**config.mk**
```make
export PLATFORM = sky130hd
export DESIGN_NAME = tri_pwm_phase_seq
export DESIGN_NICKNAME = d
export VERILOG_FILES = /design/src/rtl/tsq_pkg.sv /design/src/rtl/tsq_midqual.sv /design/src/rtl/tsq_nblank.sv /design/src/rtl/tsq_gate.sv /design/src/rtl/tri_pwm_phase_seq.sv
export SDC_FILE = /design/constraint.sdc
export NUM_CORES = 1
export LEC_CHECK = 0
export ABC_AREA = 0
export BUFFER_PORTS_ARGS = -buffer_cell sky130_fd_sc_hd__buf_2
export CAP_MARGIN = 20
export CORE_AREA = 4 4 41 43
export CTS_CLUSTER_DIAMETER = 50
export DETAILED_ROUTE_END_ITERATION = 10
export DIE_AREA = 0 0 45 47
export PLACE_DENSITY = 0.78
export SLEW_MARGIN = 30
export SYNTH_ARGS = -nofsm -noshare
export SYNTH_HDL_FRONTEND = slang
export SYNTH_SLANG_ARGS = --single-unit
export TNS_END_PERCENT = 20
```
**constraint.sdc**
```tcl
create_clock -name clk -period 1.5 [get_ports clk]
set_input_delay 0 -clock clk [delete_from_list [all_inputs] [get_ports clk]]
set_output_delay 0 -clock clk [all_outputs]
set_load 0.02 [all_outputs]
```
**src/rtl/tsq_pkg.sv**
```systemverilog
package tsq_pkg;

  typedef enum logic [1:0] {
    LV_MID = 2'd0,
    LV_HI  = 2'd1,
    LV_LO  = 2'd2
  } lvl_e;

  // high wins over low; no flag means middle band
  function automatic lvl_e decode_lvl(input logic hi, input logic lo);
    if (hi)      return LV_HI;
    else if (lo) return LV_LO;
    else         return LV_MID;
  endfunction

endpackage

```
**src/rtl/tsq_midqual.sv**
```systemverilog
module tsq_midqual #(
  parameter int QUAL_CYC = 5
) (
  input  logic clk,
  input  logic rst_n,
  input  logic mid_now,
  output logic qual
);
  localparam int QW = $clog2(QUAL_CYC + 1);
  localparam logic [QW-1:0] RUN_TOP = QW'(QUAL_CYC - 1);

  logic [QW-1:0] run;

  function automatic logic [QW-1:0] run_next(input logic [QW-1:0] r, input logic m);
    if (!m)            return '0;
    else if (r != RUN_TOP) return r + 1'b1;
    else               return r;
  endfunction

  always_ff @(posedge clk) begin
    if (!rst_n) run <= '0;
    else        run <= run_next(run, mid_now);
  end

  assign qual = mid_now && (run >= RUN_TOP);
endmodule

```
**src/rtl/tsq_nblank.sv**
```systemverilog
module tsq_nblank #(
  parameter int BLANK_CYC = 4
) (
  input  logic clk,
  input  logic rst_n,
  input  logic ls_on,
  input  logic neg_oc,
  output logic ls_kill
);
  localparam int BW = $clog2(BLANK_CYC + 1);

  logic          trip;
  logic [BW-1:0] left;

  assign trip = ls_on && neg_oc;

  always_ff @(posedge clk) begin
    if (!rst_n)          left <= '0;
    else if (trip)       left <= BW'(BLANK_CYC - 1);
    else if (left != '0) left <= left - 1'b1;
  end

  assign ls_kill = trip || (left != '0);
endmodule

```
**src/rtl/tsq_gate.sv**
```systemverilog
module tsq_gate #(
  parameter int DEAD_CYC = 2
) (
  input  logic clk,
  input  logic rst_n,
  input  logic want_hs,
  input  logic want_ls,
  input  logic ls_kill,
  output logic hs_q,
  output logic ls_q
);
  localparam int DW = $clog2(DEAD_CYC + 1);
  localparam logic [DW-1:0] GAP_TOP = DW'(DEAD_CYC);

  logic [DW-1:0] hs_gap, ls_gap;

  function automatic logic [DW-1:0] gap_next(input logic [DW-1:0] g, input logic on);
    if (on)             return '0;
    else if (g != GAP_TOP) return g + 1'b1;
    else                return g;
  endfunction

  function automatic logic gap_done(input logic [DW-1:0] g);
    return g >= DW'(DEAD_CYC - 1);
  endfunction

  always_ff @(posedge clk) begin
    if (!rst_n) begin
      hs_q   <= 1'b0;
      ls_q   <= 1'b0;
      hs_gap <= GAP_TOP;
      ls_gap <= GAP_TOP;
    end else begin
      hs_q   <= want_hs && !ls_q && gap_done(ls_gap);
      ls_q   <= want_ls && !ls_kill && !hs_q && gap_done(hs_gap);
      hs_gap <= gap_next(hs_gap, hs_q);
      ls_gap <= gap_next(ls_gap, ls_q);
    end
  end
endmodule

```
**src/rtl/tri_pwm_phase_seq.sv**
```systemverilog
module tri_pwm_phase_seq
  import tsq_pkg::*;
#(
  parameter int QUAL_CYC  = 5,
  parameter int DEAD_CYC  = 2,
  parameter int BLANK_CYC = 4
) (
  input  logic clk,
  input  logic rst_n,
  input  logic en,
  input  logic pwm_hi,
  input  logic pwm_lo,
  input  logic zc_det,
  input  logic neg_oc,
  input  logic flt_latched,
  output logic hs_on,
  output logic ls_on,
  output logic sw_hiz
);
  lvl_e lvl_now, lvl_held, lvl_eff;
  logic mid_now, mid_qual, de_mode, de_done;
  logic want_hs, want_ls, ls_kill;

  assign lvl_now = decode_lvl(pwm_hi, pwm_lo);
  assign mid_now = (lvl_now == LV_MID);

  always_ff @(posedge clk) begin
    if (!rst_n)        lvl_held <= LV_MID;
    else if (!mid_now) lvl_held <= lvl_now;
  end

  assign lvl_eff = mid_now ? lvl_held : lvl_now;

  tsq_midqual #(.QUAL_CYC(QUAL_CYC)) u_qual (
    .clk     (clk),
    .rst_n   (rst_n),
    .mid_now (mid_now),
    .qual    (mid_qual)
  );

  assign de_mode = flt_latched || mid_qual;

  always_ff @(posedge clk) begin
    if (!rst_n || !en || !de_mode) de_done <= 1'b0;
    else if (zc_det)               de_done <= 1'b1;
  end

  assign want_hs = en && !de_mode && (lvl_eff == LV_HI);
  assign want_ls = en && (de_mode ? (!de_done && !zc_det) : (lvl_eff == LV_LO));

  tsq_nblank #(.BLANK_CYC(BLANK_CYC)) u_blank (
    .clk     (clk),
    .rst_n   (rst_n),
    .ls_on   (ls_on),
    .neg_oc  (neg_oc),
    .ls_kill (ls_kill)
  );

  tsq_gate #(.DEAD_CYC(DEAD_CYC)) u_gate (
    .clk     (clk),
    .rst_n   (rst_n),
    .want_hs (want_hs),
    .want_ls (want_ls),
    .ls_kill (ls_kill),
    .hs_q    (hs_on),
    .ls_q    (ls_on)
  );

  assign sw_hiz = !hs_on && !ls_on;
endmodule

```
======== After elaboration in Yosys (flattened, before gate mapping) ========
Cells that the tools add are included.
cells by class
  $mul .................................... 0
  add/subtract/negate cells ............... 4
  $lt $le $gt $ge ......................... 3
  shifts and indexed selects .............. 0
  divide/modulo/power cells ............... 0
  reduce and logical (&&, ||, !) cells .... 33
  multiplexer cells ....................... 10
  bitwise operators ....................... 1
  eq/ne operators ......................... 5
operators by type and width
  kind                   count
  $mux W2                9
  $logic_and A1 B1 Y1    12
  $logic_not A1 Y1       8
  $reduce_bool A2 Y1     3
  $reduce_or A2 Y1       3
  $add A2 B1 Y2 const B  2
  $ge A2 B1 Y1 const B   2
  $logic_or A1 B1 Y1     4
  $ne A2 B2 Y1 const B   2
  $add A3 B1 Y3 const B  1
  $ge A3 B3 Y1 const B   1
  $ne A3 B3 Y1 const B   1
  $reduce_bool A3 Y1     1
  $sub A3 B1 Y3 const B  1
  $eq A2 B1 Y1 const B   1
  $eq A2 B2 Y1 const B   1
  $logic_not A2 Y1       1
  $reduce_and A2 Y1      1
  $mux W1                1
  $not A1 Y1             1
word-level totals
  ROM bits ................................ 0
  bits in writable memories ............... 0
  memories ................................ 0
  flip-flop bits (word level) ............. 15
  latch bits .............................. 0
  word-level logic and storage cells ...... 67
  input bits .............................. 8

======== Longest topological paths before layout ========
  word-level depth ........................ 10
  gate-level depth with buffers ........... 5

======== By module ========
Synthesis repeated with hierarchy kept, for this count alone.
unflattened totals
  cells, all modules ...................... 74
  area total of the unflattened synthesis .. 716.9 um^2
modules (own cells, without submodules)
  module             times used  seq. area each (um^2)  area an instance (um^2)  cells an instance
  tsq_gate           1           120.1                  202.7                    17
  tsq_nblank         1           60.1                   188.9                    20
  tsq_midqual        1           60.1                   163.9                    18
  tri_pwm_phase_seq  1           60.1                   161.4                    19

======== Worst setup path before layout ========
Ideal clock, no wire load.
  path kind ............................... reg-to-reg
  from .................................... register u_blank.left[0]
  to ...................................... register u_blank.left[1]
  data arrival time ....................... 1.134 ns
  required time ........................... 1.434 ns
  path slack .............................. 0.300 ns
  stages on the path, launching flop included .. 6
  path buffers ............................ 0
  clock period less this slack ............ 1.200 ns
  path through ............................ dfxtp_1 > inv_1 > ha_1 > nand2b_4 > mux2_2 > a21boi_2
between the ends
  word-level cells in the longest chain between the ends .. 3
RTL lines
  what                    line              RTL
  start, declared         tsq_nblank.sv:13  logic [BW-1:0] left;
  start signal, assigned  tsq_nblank.sv:19  else if (trip) left <= BW'(BLANK_CYC - 1);
  start signal, assigned  tsq_nblank.sv:20  else if (left != '0) left <= left - 1'b1;
  $sub A3 B1 Y3           tsq_nblank.sv:20
  $mux W2                 tsq_nblank.sv:20
  $mux W2                 tsq_nblank.sv:19
Several ways; a longest one is shown, not always the timed one. The select of a mux whose other input is x is not followed.
A chain may end at the register's enable or synchronous reset.

======== Worst setup path after layout ========
Ends and elaborated chain as after synthesis.

==> reports/qor.txt <==
WORST HOLD PATH
-------------------------------------------------------------------------------------
Type of the most critical hold path                                         in -> reg

DETAILED ROUTING
-------------------------------------------------------------------------------------
Per-cell routed wire length                                                   11.2 um
DRC Markers                                                                         0
First drt pass iteration count                                                      3
Total detailed-routing wirelength                                             1.16 mm
Ratio of routed vias to standard cells                                           4.97
Drt initial violations                                                              3
Vias post-DR                                                                      512
Post-DRT Antenna Nets                                                               0

PLACED DESIGN
-------------------------------------------------------------------------------------
Final weighted congestion in routability-driven placement                       0.721
Placement Setup Slack                                                        0.240 ns
Buffers added on ports                                                             10
Sum of net half-perimeters after detailed placement                            861 um

YOSYS
-------------------------------------------------------------------------------------
Area of the mapped netlist                                                    672 um2
Synthesized instance count                                                         71
Sequential area share after synthesis                                           44.7%
Synth Net Count                                                                    83
Unique cell type count in the Yosys netlist                                        26
Synth Warn #                                                                        0
Avg Synthesized Cell Area                                                    9.46 um2
Synthesized flop and latch total                                                   15

FINISH
-------------------------------------------------------------------------------------
Antenna cell count                                                                  0
Area growth from synthesis to final layout                                      19.4%
Final standard cell utilization of the core                                     61.6%
Most frequent standard cell in the layout excluding fill and tap cells   sky130_fd_sc_hd__dfxtp_1
Layout cells sized above 1                                                      21.6%
Final-stage net count                                                             101
Most used cells in the layout excluding fill and tap cells               15 x sky130_fd_sc_hd__dfxtp_1, 11 x sky130_fd_sc_hd__nor2_1, 10 x sky130_fd_sc_hd__buf_2

CLOCKING
-------------------------------------------------------------------------------------
CTS buffer count                                                                    3
Setup repair bufs after CTS                                                         0
CTS Root Buffer Type                                                     sky130_fd_sc_hd__clkbuf_4
Clock Path Buffers                                                                  2
Clock network latency to the later pin of the worst-skew pair                 0.28 ns
Clock tree from TritonCTS                                                        done
H-Tree Depth                                                                        1
Post-cts resize count                                                               0
Clk pin slew, worst setup/hold paths                                          0.09 ns
TritonCTS Sinks                                                                    15

STA
-------------------------------------------------------------------------------------
Pins over their slew limit                                                          0
Post-route fraction of the period consumed by the critical path                 84.1%
Unrepaired setup endpoints after global routing                                    no
Least setup slack across all paths after layout                              0.239 ns
Final Skew                                                                 0.00368 ns
Final setup TNS                                                                  0 ns
Worst-Margin Slew                                                            0.271 ns
Tightest slew margin relative to the limit                                      81.7%
Tmin final                                                                    1.26 ns
Final-report setup violation count                                                  0
Achievable clock frequency                                                    793 MHz
Number of hold-slack violations in the final timing report                          0

GLOBAL ROUTING
-------------------------------------------------------------------------------------
GRT Util Overall                                                                13.4%
Wire length of the first global-routing pass                                  2.11 mm
Number of antenna violations at the first check in global routing                   0
Number of global-route vias before repair                                         545
Pin count of the biggest net entering global routing                               13
Remaining global-route overflow                                                     0

DIE
-------------------------------------------------------------------------------------
Count of standard-cell rows                                                        13
Die Span Y                                                                      47 um
Number of placed I/O pins                                                          11
Area of the die                                                              2120 um2
Die Width                                                                       45 um
Starting utilization of the core area                                           51.6%
Placeable core region                                                        1300 um2

CRITICAL PATH
-------------------------------------------------------------------------------------
Slowest CP cell                                                          sky130_fd_sc_hd__dfxtp_1
Setup slack of the most critical reg-to-reg path                              0.24 ns
Chain of cells forming the critical path                                 inv_1 -> ha_1 -> nand2b_4 -> mux2_2 -> a21boi_2
Classification of the worst setup path                                     reg -> reg
Crit path DAT                                                                 1.48 ns
Sort of element at the end of the critical path                              register
Required time of the worst setup path                                         1.72 ns
Delay of the slowest critical-path stage                                      0.35 ns
Highest net fanout along the worst path                                             3
Startpoint class of the critical path                                        register

PWR
-------------------------------------------------------------------------------------
Total leakage power                                                          0.328 nW
Peak supply drop                                                           0.000758 V
Power density over the cells                                              1300 nW/um2

STATUS
-------------------------------------------------------------------------------------
Outcome                                                                  finished, final reports clean

FLOW RUN
-------------------------------------------------------------------------------------
Max capacitance violation total                                                     0

-- synth_stat cells, drive strengths merged --
library cell / n / share of area, %
and2b: 1 / 1.3
o21a: 1 / 1.1
o211a: 1 / 1.5
nand3: 1 / 0.74
o21ai: 3 / 2.2
ha: 4 / 7.4
clkbuf: 1 / 0.74
mux2: 1 / 1.7
nor3: 2 / 2.2
inv: 4 / 2.2
nor2: 11 / 6.1
nand2b: 2 / 3.0
or3b: 1 / 1.7
nor4b: 3 / 3.9
nand2: 6 / 3.4
mux2i: 1 / 1.5
a21oi: 3 / 2.2
o22ai: 1 / 0.93
dfxtp: 15 / 45
xnor2: 4 / 5.2
o211ai: 1 / 1.1
nor3b: 2 / 2.2
a21boi: 2 / 2.8
-- cell families (layout without fill, tap and decap cells) --
kind of cell / count (synthesis) / after routing / share of synthesized area, %
compound gates: 12 / 12 / 11.9
buf+inv: 5 / 22 / 2.98
simple gates: 29 / 29 / 24.6
mux: 2 / 2 / 3.17
flops: 15 / 15 / 44.7
xor+xnor: 4 / 4 / 5.21
fa+ha+maj: 4 / 4 / 7.45
-- what timing repair did --
action                                  CTS  global route
hold buffers                              4             0
endpoints found under the setup margin    0             0
endpoints found under the hold margin     5             0
-- power by group --
| group | switching (mW) | internal (mW) |
|---|---|---|
| sequential | 0.0364 | 0.454 |
| clock | 0.122 | 0.103 |
| combinational | 0.149 | 0.176 |
-- final timing paths --
path                                        end                           from  cells past startpoint
setup / recovery   u_blank.left[1]$_SDFFE_PN0P_   u_blank.left[0]$_SDFFE_PN0P_                      5
hold / removal             de_done$_SDFFE_PP0P_                         zc_det                      3
setup reg to reg   u_blank.left[1]$_SDFFE_PN0P_   u_blank.left[0]$_SDFFE_PN0P_                      5
hold reg to reg   u_gate.ls_gap[0]$_SDFFE_PP0P_  u_gate.ls_gap[1]$_SDFFE_PN1P_                      1
-- through the flow --
stage                     area [um2]  std cells  power (mW)  hold WS, ns
final                            802        103        1.04       0.0172
after detailed placement         736         95       0.822        0.252
after global routing             802        103        1.11       0.0513
after floorplan                  672         71       0.753       0.0761
after global placement           736         95       0.801        0.242
after CTS                        802        103        1.06       0.0153
-- flip-flops by register name, summed over array words and instances, names as in the netlist --
register and count:
de_done 1, u_gate.ls_gap 2, u_gate.ls_q 1, u_blank.left 3, u_gate.hs_gap 2, u_qual.run 3, u_gate.hs_q 1, lvl_held 2
-- layer usage --
metal	wire length [um]	global-route usage [%]
met2	586	23.2
met5	0	0
met1	528	16.2
met4	0	5.85
met3	39	2.30
-- layout make-up --
type                    count  area, um2
fillers                   123        499
multi-input cells          51        352
flip-flops and latches     15        300
repair buffers             14       90.1
clock buffers               4       26.3
well taps                  15       18.8
inverters                   4       15.0
-- worst max-delay path, delay by kind of cell (launching register included) --
family | cells | cell delay [ns]
flops | 1 | 0.35
mux | 1 | 0.34
fa+ha+maj | 1 | 0.24
compound gates | 1 | 0.12
simple gates | 1 | 0.09
buf+inv | 1 | 0.07
(Power assumes the default switching activity.)
